==> src/rtl/shf_pkg.sv <==
// Package: shared mode encoding and sizing for the signed-count shifter.
// Assumes: the word width is a power of two.
package shf_pkg;

    typedef enum logic [1:0] {
        SHF_LOGIC = 2'b00,
        SHF_ARITH = 2'b01,
        SHF_ROT   = 2'b10,
        SHF_PASS  = 2'b11
    } shf_mode_e;

endpackage

==> src/rtl/shf_count_decode.sv <==
// Module: splits a two's-complement count into a direction and a magnitude.
// Assumes: CNT_W = log2(WIDTH)+1, so the most negative count has magnitude WIDTH
// and the magnitude still fits in CNT_W bits.
module shf_count_decode #(
    parameter int CNT_W = 4
) (
    input  logic [CNT_W-1:0] count,
    output logic             go_left,
    output logic [CNT_W-1:0] magnitude
);

    // Purpose: the sign bit picks the direction; negate negative counts for the magnitude.
    always_comb begin
        go_left   = count[CNT_W-1];
        magnitude = go_left ? (~count + 1'b1) : count;
    end

endmodule

==> src/rtl/shf_barrel_net.sv <==
// Module: right-only logarithmic barrel network; stage s moves the word by 2**s.
// Assumes: WIDTH is a power of two and STAGES = log2(WIDTH)+1. In the final stage
// (a move of WIDTH) a rotation is the identity and a fill shift flushes the word.
module shf_barrel_net #(
    parameter int WIDTH  = 8,
    parameter int STAGES = 4
) (
    input  logic [WIDTH-1:0]  din,
    input  logic [STAGES-1:0] amount,
    input  logic              rotate,
    input  logic              fill,
    output logic [WIDTH-1:0]  dout
);

    logic [WIDTH-1:0] level [STAGES+1];

    assign level[0] = din;

    for (genvar s = 0; s < STAGES; s++) begin : g_stage
        localparam int SH = 1 << s;
        logic [WIDTH-1:0] moved;
        if (SH < WIDTH) begin : g_part
            // Purpose: move right by SH, wrapping for rotate or inserting fill bits.
            always_comb begin
                moved = rotate ? {level[s][SH-1:0], level[s][WIDTH-1:SH]}
                               : {{SH{fill}}, level[s][WIDTH-1:SH]};
            end
        end else begin : g_full
            // Purpose: a full-width move is identity for rotate, all fill otherwise.
            always_comb begin
                moved = rotate ? level[s] : {WIDTH{fill}};
            end
        end
        assign level[s+1] = amount[s] ? moved : level[s];
    end

    assign dout = level[STAGES];

endmodule

==> src/rtl/shf_signed_unit.sv <==
// Module: top of the signed-count shifter with one registered output stage.
// Assumes: CNT_W = log2(WIDTH)+1. Left shifts are done by reversing the word
// around the right-only network. Reset is synchronous, active low.
module shf_signed_unit
    import shf_pkg::*;
#(
    parameter int WIDTH = 8,
    localparam int LOG_W = $clog2(WIDTH),
    localparam int CNT_W = LOG_W + 1
) (
    input  logic             clk,
    input  logic             rst_n,
    input  logic             in_valid,
    input  logic [WIDTH-1:0] in_data,
    input  logic [CNT_W-1:0] in_count,
    input  logic [1:0]       in_mode,
    output logic             out_valid,
    output logic [WIDTH-1:0] out_data
);

    logic             go_left;
    logic [CNT_W-1:0] magnitude;
    logic [WIDTH-1:0] net_in;
    logic [WIDTH-1:0] net_out;
    logic [WIDTH-1:0] shifted;
    logic [WIDTH-1:0] result;
    logic             fill_bit;
    logic             rot_sel;
    shf_mode_e        mode;

    assign mode = shf_mode_e'(in_mode);

    shf_count_decode #(.CNT_W(CNT_W)) u_dec (
        .count     (in_count),
        .go_left   (go_left),
        .magnitude (magnitude)
    );

    // Purpose: reverse the word for left moves so the network only shifts right.
    always_comb begin
        for (int i = 0; i < WIDTH; i++) begin
            net_in[i] = go_left ? in_data[WIDTH-1-i] : in_data[i];
        end
    end

    // Purpose: sign fill only on arithmetic right moves; rotate select from mode.
    always_comb begin
        fill_bit = (mode == SHF_ARITH) && !go_left && in_data[WIDTH-1];
        rot_sel  = (mode == SHF_ROT);
    end

    shf_barrel_net #(.WIDTH(WIDTH), .STAGES(CNT_W)) u_net (
        .din    (net_in),
        .amount (magnitude),
        .rotate (rot_sel),
        .fill   (fill_bit),
        .dout   (net_out)
    );

    // Purpose: undo the reversal and apply the pass-through code.
    always_comb begin
        for (int i = 0; i < WIDTH; i++) begin
            shifted[i] = go_left ? net_out[WIDTH-1-i] : net_out[i];
        end
        result = (mode == SHF_PASS) ? in_data : shifted;
    end

    // Purpose: output register, loaded only on valid input, cleared by reset.
    always_ff @(posedge clk) begin
        if (!rst_n) begin
            out_valid <= 1'b0;
            out_data  <= '0;
        end else begin
            out_valid <= in_valid;
            if (in_valid) begin
                out_data <= result;
            end
        end
    end

    // the valid flag tracks the input valid one cycle later.
    a_r8_valid_follow: assert property (@(posedge clk) disable iff (!rst_n)
        in_valid |=> out_valid);
    a_r8_valid_drop: assert property (@(posedge clk) disable iff (!rst_n)
        !in_valid |=> !out_valid);

    // the data register holds while no valid input arrives.
    a_r9_hold: assert property (@(posedge clk) disable iff (!rst_n)
        !in_valid |=> $stable(out_data));

    // a reset edge clears both outputs.
    a_r10_reset_clear: assert property (@(posedge clk)
        !rst_n |=> (!out_valid && out_data == '0));

    // the pass code returns the word that was presented.
    a_r7_pass: assert property (@(posedge clk) disable iff (!rst_n)
        (in_valid && in_mode == 2'b11) |=> out_data == $past(in_data));

    // rotation keeps the population count.
    a_r5_rot_ones: assert property (@(posedge clk) disable iff (!rst_n)
        (in_valid && in_mode == 2'b10) |=> $countones(out_data) == $countones($past(in_data)));

    // the most negative count flushes a logical shift.
    a_r6_full_flush: assert property (@(posedge clk) disable iff (!rst_n)
        (in_valid && in_mode == 2'b00 && in_count == {1'b1, {LOG_W{1'b0}}}) |=> out_data == '0);

endmodule

==> config.mk <==
export PLATFORM = sky130hd
export DESIGN_NAME = shf_signed_unit
export DESIGN_NICKNAME = d
export VERILOG_FILES = /design/src/rtl/shf_pkg.sv /design/src/rtl/shf_count_decode.sv /design/src/rtl/shf_barrel_net.sv /design/src/rtl/shf_signed_unit.sv
export SDC_FILE = /design/constraint.sdc
export NUM_CORES = 1
export LEC_CHECK = 0
export BUFFER_PORTS_ARGS = -buffer_cell sky130_fd_sc_hd__clkbuf_2
export CORE_MARGIN = 4
export CORE_UTILIZATION = 55
export CTS_CLUSTER_DIAMETER = 30
export DETAILED_ROUTE_END_ITERATION = 12
export PLACE_DENSITY = 0.86
export SKIP_LAST_GASP = 1
export SLEW_MARGIN = 30
export SYNTH_ARGS = -nofsm -noshare
export SYNTH_HDL_FRONTEND = slang
export SYNTH_HIERARCHICAL = 1
export SYNTH_SLANG_ARGS = --single-unit
export TNS_END_PERCENT = 100
==> constraint.sdc <==
create_clock -name clk -period 2.9 [get_ports clk]
set_input_delay 0.29 -clock clk [delete_from_list [all_inputs] [get_ports clk]]
set_output_delay 0.29 -clock clk [all_outputs]
set_load 0.02 [all_outputs]
# Yosys cells after proc, flatten, opt, wreduce, memory -nomap -nowiden
# Cells that the tools add are included.
# Widths: inputs -> output; s select.
[word_totals]
output_inout_bits = 9
wordCells = 36
input_bits = 17
ff_bits = 9
[classes]
n_bitwise = 1
n_addsub = 1
muxes = 26
n_eq_ne = 3
reduce_logical = 3
[ops]
columns = ["cell", "count"]
rows = [
  ["$mux 8", 9],
  ["$mux 1", 16],
  ["$add 4x1->4 const B", 1],
  ["$eq 2x2->1 const B", 2],
  ["$mux 4", 1],
  ["$not 4->4", 1],
  ["$eq 2x1->1 const B", 1],
  ["$logic_and 1x1->1", 2],
  ["$logic_not 1->1", 1],
]

# Depth between registers and ports, before layout
# Gate-level depths: netlist of run 1.
[depth]
depth_word = 13
ltp_mapped = 12
ltp_nobuf = 11

# Modules after synthesis
# Netlist of run 1, hierarchy kept.
[by_module_without_submodules]
columns = ["module", "n_inst", "area_each_um2", "seq_area_each_um2", "cells_per_inst"]
rows = [
  ["shf_signed_unit", 1, 686.9, 180.2, 68],
  ["shf_barrel_net", 1, 501.7, 0.0, 69],
  ["shf_count_decode", 1, 73.8, 0.0, 10],
]

# Worst setup path before layout of run 1
# No wires, ideal clock.
[synth_timing]
path_kind = "input to register"
from = "input in_count[3]"
to = "register out_data[2]"
path_buffers = 3
cell_stages = 11
setup_time_ns = 0.115
arrival_time_ns = 2.377
required_time_ns = 2.785
path_slack_ns = 0.408
cell_sequence = "buf_4 buf_6 buf_6 mux2_2 mux2_4 mux4_2 a32oi_1 nand3_1 mux2i_1 o221ai_2 and2_1"
[synth_via]
word_cells_on_any_way = 24
classes_between = "add/sub (1); mux (19); bitwise (1); reduce/logical (3)"
[synth_lines]
columns = ["element", "line", "rtl"]
rows = [
  ["start, declared", "shf_signed_unit.sv:15", "input logic [CNT_W-1:0] in_count,"],
  ["$mux 1 *", "shf_signed_unit.sv:42", "net_in[i] = go_left ? in_data[WIDTH-1-i] : in_data[i];"],
  ["named net net_in[0]", "shf_signed_unit.sv:23", "logic [WIDTH-1:0] net_in;"],
  ["$mux 8 *", "shf_barrel_net.sv:25", "moved = rotate ? {level[s][SH-1:0], level[s][WIDTH-1:SH]}"],
  ["$mux 8 *", "shf_barrel_net.sv:34", "assign level[s+1] = amount[s] ? moved : level[s];"],
  ["$mux 8 *", "shf_barrel_net.sv:25", ""],
  ["$mux 8 * (2 in series)", "shf_barrel_net.sv:34", ""],
  ["$mux 8", "shf_barrel_net.sv:31", "moved = rotate ? level[s] : {WIDTH{fill}};"],
  ["$mux 8 *", "shf_barrel_net.sv:34", ""],
  ["named net net_out[5]", "shf_signed_unit.sv:24", "logic [WIDTH-1:0] net_out;"],
  ["$mux 1 *", "shf_signed_unit.sv:63", "shifted[i] = go_left ? net_out[WIDTH-1-i] : net_out[i];"],
  ["$mux 8 *", "shf_signed_unit.sv:65", "result = (mode == SHF_PASS) ? in_data : shifted;"],
  ["end signal, assigned", "shf_signed_unit.sv:76", "out_data <= result;"],
  ["end, declared", "shf_signed_unit.sv:18", "output logic [WIDTH-1:0] out_data"],
]
# The timed path passes the listed nets; every way through them passes the cells marked *.
# A chain may end at the register's enable or synchronous reset.

# Worst setup path in the final report of run 1
[layout_timing]
from = "input in_count[1]"
to = "register out_data[3]"
[layout_via]
elab_chain_cells = 10
[layout_lines]
columns = ["element", "line", "rtl"]
rows = [
  ["$not 4->4", "shf_count_decode.sv:15", "magnitude = go_left ? (~count + 1'b1) : count;"],
  ["$add 4x1->4", "shf_count_decode.sv:15", ""],
  ["$mux 4 *", "shf_count_decode.sv:15", ""],
  ["named net magnitude[1]", "shf_signed_unit.sv:22", "logic [CNT_W-1:0] magnitude;"],
  ["$mux 8 *", "shf_barrel_net.sv:34", ""],
  ["$mux 8", "shf_barrel_net.sv:25", ""],
  ["$mux 8 *", "shf_barrel_net.sv:34", ""],
  ["$mux 8", "shf_barrel_net.sv:31", ""],
  ["$mux 8 *", "shf_barrel_net.sv:34", ""],
  ["named net net_out[4]", "shf_signed_unit.sv:24", ""],
  ["$mux 1 *", "shf_signed_unit.sv:63", ""],
  ["$mux 8 *", "shf_signed_unit.sv:65", ""],
]
# Marked as above.

==> results of run 1 <==
-- cells by family after synthesis --
| logic type | after synthesis | synth area share, % |
|---|---|---|
| and+or+nand+nor | 49 | 21.5 |
| muxes | 33 | 31.5 |
| AOI/OAI and AO/OA | 29 | 20.5 |
| buffers and inverters | 25 | 10.5 |
| DFF | 9 | 14.3 |
| xor gates and xnor gates | 1 | 0.694 |
| adders and majority gates | 1 | 0.991 |
-- how the worst max path moves through the flow --
| stage | endpoint | slack, ps | cells after the start |
|---|---|---|---|
| 3_3_place_gp | out_data[3]$_SDFFE_PN0P_ | 310 | 13 |
| 4_1_cts | out_data[3]$_SDFFE_PN0P_ | 520 | 13 |
| 2_1_floorplan | out_data[2]$_SDFFE_PN0P_ | 410 | 11 |
| 3_5_place_dp | out_data[3]$_SDFFE_PN0P_ | 240 | 13 |
| 5_1_grt | out_data[3]$_SDFFE_PN0P_ | 240 | 13 |
| 6_report | out_data[3]$_SDFFE_PN0P_ | 500 | 13 |
-- cell usage after synthesis, types with 3 or more instances --
library cell / number / area share [%]
a211oi_1: 4 / 2.4
a21oi_1: 4 / 1.6
and2_1: 9 / 4.5
buf_2: 4 / 1.6
buf_4: 3 / 1.8
buf_6: 3 / 2.7
clkbuf_1: 3 / 0.89
dfxtp_1: 9 / 14
inv_1: 11 / 3.3
mux2_2: 10 / 8.9
mux2i_1: 18 / 14
mux4_2: 4 / 7.1
nand2_1: 6 / 1.8
nand2b_1: 3 / 1.5
nand4_1: 8 / 4.0
nor2_1: 11 / 3.3
nor3_1: 4 / 1.6
o21ai_0: 4 / 1.6
o221ai_2: 8 / 9.5
-- layout by cell type (no fill, tap or decap), drive strengths merged, types with 2 or more instances in the layout --
master,count
clkbuf,29
mux2i,18
inv,12
nor2,11
mux2,11
and2,9
dfxtp,9
nand4,8
o221ai,8
buf,7
nand2,6
o21ai,6
a21oi,4
mux4,4
nor3,4
a211oi,4
nand2b,3
nor2b,2
nand3,2
-- worst max-delay path, stage by stage --
cell      delay (ps)
clkbuf_2         100
inv_1             50
ha_1             270
nand2_1           50
o21ai_1          420
buf_4            250
mux2i_1          240
mux2i_1          150
o21ai_0          100
o211ai_1         140
mux2i_1          220
o221ai_2         110
and2_1           170
-- power breakdown --
group,leakage (uW),switching [uW],internal (uW)
registers,0.0000741,5.16,135
clock network,0.0000150,47.3,53.2
logic,0.000526,155,122
total,0.000615,207,310
-- final cells by class --
cell class / count / area (um^2) / share of cell area (%)
multi-input cells: 113 / 950 / 67.2
flip-flops and latches: 9 / 180 / 12.7
repair buffers: 32 / 178 / 12.6
inverters: 12 / 45.0 / 3.19
well taps: 28 / 35.0 / 2.48
clock buffers: 4 / 26.3 / 1.86
-- layer usage --
metal  up-vias  wire [um]
li1        603          -
met1       574       1260
met2        56       1560
met3         6        253
met4         0         31
met5         -          0
-- flip-flops by register name (all words and copies together) (netlist names) --
register   count
out_data       8
out_valid      1
-- per-stage QoR --
stage,hold slack [ps],instances,power [uW],utilization (%),setup slack [ps]
3_3_place_gp,595,194,409,63.3,310
5_1_grt,351,198,552,64.5,238
4_1_cts,337,198,515,64.5,516
6_report,341,198,517,64.5,503
2_1_floorplan,412,147,352,-,408
3_5_place_dp,611,194,417,63.3,244
==> results.tsv, run 1 <==
metric	value	unit
outcome	complete, no violations	
Worst R2R Path Depth	3	
via count	1239	
Leak	0.000615	uW
CTS root buf	clkbuf_4	
CTS tree	yes	
GR Overflow Total	0	
Top FF cell, synth	dfxtp_1	
largest net degree at the start of global routing	19	
clk_skew	0	ps
syn nets	165	
fin crit share	82.7	%
Via density	6.26	
Fmax	417	MHz
fill count	185	
Resize count post-CTS	0	
core area	2190	um^2
hold path cells	2	
Syn Area/Cell	8.59	um^2
PwrDens	366	nW/um^2
Starting Density	57.6	%
final hold violation count	0	
Crit path required time	3070	ps
initial antenna violation count	0	
Post-Route WL	3100	um
synthesized instance count	147	
RSZ-0062 raised after global routing	no	
H-tree depth	1	
first-pass GRT wire length	5260	um
max_cap viols	0	
crit path DAT	2570	ps
final count of negative-setup-slack endpoints	0	
Worst VDD drop	0.000225	V
GRT Total Usage	20.6	%
antenna diode count	0	
vias in the first global route	1192	
Detail Placement HPWL	2540	um
Hold Path End	out_data[2]$_SDFFE_PN0P_	
Worst Path Max Fanout	9	
hold wc startpoint	rst_n	
DR WL/cell	15.7	um
critical path launch point type	input pin	
worst reg2reg endpoint	out_data[7]$_SDFFE_PN0P_	
EDFF count, synth	0	
number of I/O pins	26	
RR Startpoint	out_data[7]$_SDFFE_PN0P_	
Detailed Route Iter0 Violations	49	
HP Class	in2reg	
setup TNS	0	ps
full die area	3130	um^2
Clock Path Buffers	2	
cell row count	17	
setup bufs post-CTS	0	
number of buffers created by CTS	3	
Setup CP Type	in2reg	
Netlist cell types	37	
die height	55.9	um
slew margin rel.	48.7	%
met1 Use GR	25.9	%
met3 Use GR	4.18	%
Async SR Flop Fraction	0	%
origin of the worst setup path	in_count[1]	
post-route design area	1410	um^2
clk sinks	9	
met2 usage	33.1	%
most used routing layer	met2	
Placed Area	1390	um^2
Mapped Area	1260	um^2
r2r setup slk	2160	ps
Slew @ Worst Pin	764	ps
synthesis-stage register bit count	9	
hold-fix buffers at CTS	0	
Port Buf Inserts	25	
Synth warnings	6	
GPL Wtd Cong	0.955	
Final Slew Violations	0	
clk_lat worst skew	260	ps
share of layout cells above drive strength 1	35.3	%
Worst-path clk slew	60	ps
Period minus WS final	2400	ps
Layout area overhead	12.0	%
Worst Setup End Kind	flop	
final antenna-violating net count	0	
NumNets Final	189	
sequential share of the synthesized area	14.3	%
drt first pass iters	4	
Die W	55.9	um
DRC	0	
Note: power is estimated with default switching activity, not from simulation.
==> inputs of run 2 (changes only) <==
--- a/config.mk
+++ b/config.mk
@@ -5,12 +5,13 @@
 export SDC_FILE = /design/constraint.sdc
 export NUM_CORES = 1
 export LEC_CHECK = 0
+export ABC_AREA = 1
 export BUFFER_PORTS_ARGS = -buffer_cell sky130_fd_sc_hd__clkbuf_2
 export CORE_MARGIN = 4
-export CORE_UTILIZATION = 55
+export CORE_UTILIZATION = 50
 export CTS_CLUSTER_DIAMETER = 30
 export DETAILED_ROUTE_END_ITERATION = 12
-export PLACE_DENSITY = 0.86
+export PLACE_DENSITY = 0.83
 export SKIP_LAST_GASP = 1
 export SLEW_MARGIN = 30
 export SYNTH_ARGS = -nofsm -noshare
==> constraint.sdc (replaced) <==
create_clock -name clk -period 2.02 [get_ports clk]
set_input_delay 0.202 -clock clk [delete_from_list [all_inputs] [get_ports clk]]
set_output_delay 0.202 -clock clk [all_outputs]
set_load 0.02 [all_outputs]
==> run 2 against run 1 <==
Effect of this change: via count rose by 19%; first-iteration DRC count rose by 110%; non-clock buffer count rose by 2; hold slack got worse by 90 ps; combinational power rose by 27%; clock skew did not move; area after synthesis rose by 0.99%; critical path type unchanged; design area rose by 1.1%; count of clock-buffer cells in the layout did not move.
==> results.tsv, run 2 <==
metric	value	unit	change
outcome	complete, no violations		
Detailed Route Iter0 Violations	104		+110%
Final Slew Violations	0		unchanged
GRT Total Usage	18.5	%	-2.1 points
Worst VDD drop	0.000388	V	+73%
cell taking the most area after synthesis	nand2_1		
EDFF count, synth	0		unchanged
CTS tree	yes		
synthesized instance count	228		+55%
DRC	0		unchanged
setup bufs post-CTS	0		unchanged
Worst-path clk slew	60	ps	about the same
RSZ-0062 raised after global routing	no		
Placed Area	1400	um^2	+1.1%
largest registers	out_data: 8 flops, out_valid: 1 flops		
DR WL/cell	11.1	um	-29%
Switching Share	42.8	%	+2.8 points
max_cap viols	0		unchanged
Clock Path Buffers	2		unchanged
commonest non-fill, non-tap cell in the layout	nand2_1		
RR Startpoint	out_data[2]$_SDFFE_PN0P_		
vias in the first global route	1255		+5.3%
Async SR Flop Fraction	0	%	unchanged
initial antenna violation count	0		unchanged
clk_skew	0	ps	unchanged
fin crit share	81.0	%	
Port Buf Inserts	25		unchanged
first-pass GRT wire length	5110	um	-2.9%
Period minus WS final	1640	ps	
final antenna-violating net count	0		unchanged
Setup CP Type	in2reg		
Starting Density	51.9	%	-5.7 points
crit path DAT	1830	ps	-740 ps
cell row count	18		+1
clk sinks	9		unchanged
NumNets Final	274		+45%
Fmax	611	MHz	
final hold violation count	0		unchanged
origin of the worst setup path	in_count[1]		
antenna diode count	0		unchanged
Worst Setup End Kind	flop		
clock power share	20.1	%	+0.7 points
GPL Wtd Cong	0.903		-5.4%
Crit path required time	2220	ps	-850 ps
largest net degree at the start of global routing	18		-1
Resize count post-CTS	0		unchanged
synthesis-stage register bit count	9		unchanged
setup TNS	0	ps	unchanged
Post-Route WL	3150	um	+1.7%
top-count cell post-synth	nand2_1		
top cells by area in the synthesized netlist	nand2_1, nand3_1, dfxtp_1		
Int Pwr	393	uW	+27%
full die area	3420	um^2	+9.5%
core area	2450	um^2	+12%
clk_lat worst skew	260	ps	about the same
Yosys top cell area share	22.1	%	+7.8 points
syn nets	246		+49%
number of buffers created by CTS	3		unchanged
Worst Path Max Fanout	6		-3
HP Class	in2reg		
Die W	58.5	um	+4.6%
GR Overflow Total	0		unchanged
post-route design area	1430	um^2	+1.1%
Netlist cell types	26		-30%
Mapped Area	1270	um^2	+0.99%
Syn Area/Cell	5.59	um^2	-35%
top cells by count, synth	nand2_1, nand3_1, inv_1, o21ai_1		
Synth warnings	6		unchanged
die height	58.5	um	+4.6%
Via density	5.15		-18%
share of layout cells above drive strength 1	25.9	%	-9.4 points
Comb pwr share	51.0	%	-2.4 points
CTS root buf	clkbuf_4		
Layout area overhead	12.1	%	about the same
sequential share of the synthesized area	14.1	%	-0.14 points
hold-fix buffers at CTS	0		unchanged
H-tree depth	1		unchanged
number of I/O pins	26		unchanged
most frequent cells in the layout	nand2_1, nand3_1, inv_1		
via count	1469		+19%
Seq pwr share	28.9	%	+1.8 points
most flop-heavy register	out_data		
hold wc startpoint	rst_n		
Detail Placement HPWL	2530	um	-0.13%
slew margin rel.	72.8	%	+24 points
Slew @ Worst Pin	406	ps	-358 ps
drt first pass iters	4		unchanged
max reg flops	8		unchanged
fill count	261		+41%
Leak	0.000827	uW	+35%
critical path launch point type	input pin		
net switching power of the design	295	uW	+42%
PwrDens	481	nW/um^2	+32%
final count of negative-setup-slack endpoints	0		unchanged
Top FF cell, synth	dfxtp_1		
[run 2: cell types whose count changed after synthesis, sizes merged, moves of 11 or more]
cell	before	now
mux2i	18	0
mux2	11	0
nand2	6	80
nand3	2	47
inv	12	36
o21ai	6	18
[run 2: path summary, 6_finish.rpt]
path                                                 end  slack, ps  cells past startpoint
worst max-delay path            out_data[6]$_SDFFE_PN0P_        380                     15
worst max register to register  out_data[2]$_SDFFE_PN0P_       1290                      2
worst min-delay path                out_valid$_SDFF_PN0_        250                      3
worst min register to register  out_data[4]$_SDFFE_PN0P_        530                      2
[run 2: area by class of cell]
type	instances	area (um^2)	area share (%)
multi-input combinational	169	838	58.7
timing repair buffer	34	193	13.5
sequential	9	180	12.6
inverter	39	154	10.8
tap	30	37.5	2.63
clock buffer	4	26.3	1.84
[run 2: critical path, stage by stage]
cell and delay [ps]:
clkbuf_2 90, inv_1 50, ha_1 260, nand2_1 60, o21ai_0 120, buf_4 190
nand3_1 110, nand3_1 90, a21oi_1 120, nor2_1 70, nor2_1 110, inv_1 70
nand2_1 60, nand3_1 90, a21oi_2 140
[run 2: routing by layer]
| layer | wire length, um | part of all wire, % | up-vias | global-route usage, % |
|---|---|---|---|---|
| li1 | - | - | 773 | - |
| met1 | 1380 | 44 | 625 | 22.5 |
| met2 | 1490 | 47 | 58 | 33.8 |
| met3 | 180 | 5.7 | 13 | 1.32 |
| met4 | 104 | 3.3 | 0 | 6.62 |
| met5 | 0 | 0 | - | 0 |
[run 2: per-stage QoR]
stage | total power (uW) | instances | setup slack [ps] | hold WS, ps | util (%)
floorplan | 469 | 228 | 227 | 300 | -
global placement | 543 | 281 | 202 | 497 | 57.1
detailed placement | 549 | 281 | 126 | 504 | 57.1
CTS | 689 | 285 | 397 | 237 | 58.2
global route | 741 | 285 | 183 | 264 | 58.2
finish | 688 | 285 | 384 | 251 | 58.2
[run 2: power groups by stage]
| stage | Clock, uW | Sequential (uW) | Combinational (uW) |
|---|---|---|---|
| finish | 138 | 199 | 351 |
| global route | 148 | 200 | 393 |
| CTS | 142 | 199 | 349 |
| detailed placement | 0 | 203 | 346 |
| global placement | 0 | 202 | 341 |
| floorplan | 0 | 220 | 249 |
[run 2: cell families after synthesis]
| logic type | after synthesis | share of synthesized area (%) |
|---|---|---|
| AOI/OAI and AO/OA | 32 | 15.3 |
| adders and majority gates | 1 | 0.981 |
| buffers and inverters | 50 | 20.1 |
| DFF | 9 | 14.1 |
| and+or+nand+nor | 136 | 49.5 |
==> inputs of run 3 (changes only) <==
--- a/config.mk
+++ b/config.mk
@@ -5,13 +5,13 @@
 export SDC_FILE = /design/constraint.sdc
 export NUM_CORES = 1
 export LEC_CHECK = 0
-export ABC_AREA = 1
+export ABC_AREA = 0
 export BUFFER_PORTS_ARGS = -buffer_cell sky130_fd_sc_hd__clkbuf_2
 export CORE_MARGIN = 4
-export CORE_UTILIZATION = 50
+export CORE_UTILIZATION = 49
 export CTS_CLUSTER_DIAMETER = 30
 export DETAILED_ROUTE_END_ITERATION = 12
-export PLACE_DENSITY = 0.83
+export PLACE_DENSITY = 0.81
 export SKIP_LAST_GASP = 1
 export SLEW_MARGIN = 30
 export SYNTH_ARGS = -nofsm -noshare
==> constraint.sdc (replaced) <==
create_clock -name clk -period 1.38 [get_ports clk]
set_input_delay 0.138 -clock clk [delete_from_list [all_inputs] [get_ports clk]]
set_output_delay 0.138 -clock clk [all_outputs]
set_load 0.02 [all_outputs]
==> run 3 against run 2 <==
Effect of this change: the run now ends with negative setup slack left; clock skew did not move; hold slack got worse by 59 ps; cell count fell by 18%; clock power rose by 54%; design area rose by 37%; count of clock-buffer cells in the layout did not move; die area rose by 0.91%; critical path type unchanged; largest cell class unchanged; largest power group unchanged; highest routed layer unchanged.
==> results.tsv, run 3 (synthesis results as in run 1) <==
metric	value	unit	change
outcome	finished, violations left		
failing checks	negative setup slack		
Crit path required time	1550	ps	-670 ps
Worst VDD drop	0.000696	V	+79%
PwrDens	718	nW/um^2	+49%
Seq pwr share	21.1	%	-7.8 points
clk sinks	9		unchanged
Layout area overhead	54.5	%	
largest net degree at the start of global routing	18		unchanged
Post-Route WL	4520	um	+43%
clock power share	15.2	%	-4.9 points
CTS root buf	clkbuf_4		
final count of negative-setup-slack endpoints	8		+8
core area	2480	um^2	+0.92%
GRT Total Usage	26.9	%	+8.4 points
share of layout cells above drive strength 1	61.8	%	+36 points
RSZ-0062 raised after global routing	yes		
net switching power of the design	570	uW	+94%
Leak	0.000832	uW	+0.64%
Period minus WS final	2150	ps	
DR WL/cell	19.3	um	+75%
commonest non-fill, non-tap cell in the layout	buf_4		
number of I/O pins	26		unchanged
number of buffers created by CTS	3		unchanged
HP Class	in2reg		
fill count	152		-42%
Design Power	1400	uW	+100%
Port Buf Inserts	25		unchanged
max_cap viols	0		unchanged
most flop-heavy register	out_data		
first-pass GRT wire length	6980	um	+36%
Starting Density	51.0	%	-0.98 points
post-route design area	1950	um^2	+37%
RR Startpoint	out_data[2]$_SDFFE_PN0P_		
Via density	6.21		+21%
crit path DAT	2320	ps	+490 ps
Int Pwr	829	uW	+110%
clk_skew	0	ps	unchanged
most frequent cells in the layout	buf_4, clkbuf_2, mux2i_1, nor2_1		
Detail Placement HPWL	2830	um	+12%
origin of the worst setup path	in_count[0]		
Fmax	464	MHz	
Setup CP Type	in2reg		
hold wc startpoint	rst_n		
Sequential cell area	180	um^2	unchanged
vias in the first global route	1446		+15%
NumNets Final	223		-19%
DRC	0		unchanged
cell row count	18		unchanged
via count	1454		-1.0%
final antenna-violating net count	0		unchanged
die height	58.8	um	+0.45%
full die area	3450	um^2	+0.91%
final cell count without fillers	234		-18%
largest registers	out_data: 8 flops, out_valid: 1 flops		
antenna diode count	0		unchanged
Detailed Route Iter0 Violations	71		-32%
Die W	58.8	um	+0.45%
Final Slew Violations	0		unchanged
hold-fix buffers at CTS	0		unchanged
Hold WS	192	ps	-58.7 ps
Comb pwr share	63.7	%	+13 points
slew margin rel.	72.5	%	-0.29 points
CTS tree	yes		
H-tree depth	1		unchanged
final setup margin	-774	ps	-1160 ps
dpl cells	222		-21%
initial antenna violation count	0		unchanged
GR Overflow Total	0		unchanged
GPL Wtd Cong	1.09		+20%
drt first pass iters	4		unchanged
critical path launch point type	input pin		
Switching Share	40.7	%	-2.1 points
Slew @ Worst Pin	411	ps	+4.27 ps
Clock Path Buffers	2		unchanged
Worst-path clk slew	70	ps	about the same
fin crit share	156	%	
Placed Area	1600	um^2	+14%
Worst Path Max Fanout	3		-3
setup TNS	-4760	ps	-4760 ps
Worst Setup End Kind	flop		
max reg flops	8		unchanged
final hold violation count	0		unchanged
area of the multi-input gates	1150	um^2	+38%
clk_lat worst skew	260	ps	about the same
run 3: area by class of cell:
cell class	instances	area share, %
Tap cell	30	1.92
Sequential cell	9	9.24
Inverter	12	2.57
Clock buffer	4	1.35
Timing Repair Buffer	66	25.8
Multi-Input combinational cell	113	59.1
run 3: path summary, 6_finish.rpt:
path                                                  to  slack (ps)  depth (start not counted)
worst max register to register  out_data[2]$_SDFFE_PN0P_         620                          3
worst min-delay path            out_data[5]$_SDFFE_PN0P_         190                          2
worst min register to register  out_data[3]$_SDFFE_PN0P_         630                          3
worst max-delay path            out_data[2]$_SDFFE_PN0P_        -770                         11
run 3: per-layer routing:
metal	track usage (%)	vias to the layer above	part of all wire (%)
met2	47.3	72	51
met1	27.7	699	37
met3	5.26	21	7.5
met5	0	-	0
li1	-	662	-
met4	20.4	0	4.3
run 3: worst max-delay path: stages:
cell and delay [ps]:
buf_8 80, inv_4 30, ha_4 150, nand2b_4 150, xnor2_4 210, mux4_2 580
a32oi_2 310, nand3_2 150, mux2i_1 240, o221ai_2 120, and2_1 160
run 3: power by group through the flow:
stage / registers (uW) / logic, uW / clock network (uW)
floorplan: 330 / 419 / 0
global placement: 300 / 622 / 0
detailed placement: 301 / 650 / 0
CTS: 296 / 782 / 215
global route: 298 / 942 / 228
finish: 295 / 892 / 213
run 3: what timing repair did:
| action | 4_1_cts | 5_1_grt |
|---|---|---|
| setup endpoints to repair | 8 | 8 |
| gates resized for setup | 39 | 22 |
| pin swaps | 22 | 14 |
| setup buffers | 8 | 1 |
run 3: per-stage QoR:
step | setup slack (ps) | util [%]
after floorplan | -923 | -
after global placement | -900 | 64.4
after detailed placement | -993 | 64.4
after CTS | -577 | 75.0
after global routing | -802 | 78.7
final | -774 | 78.7
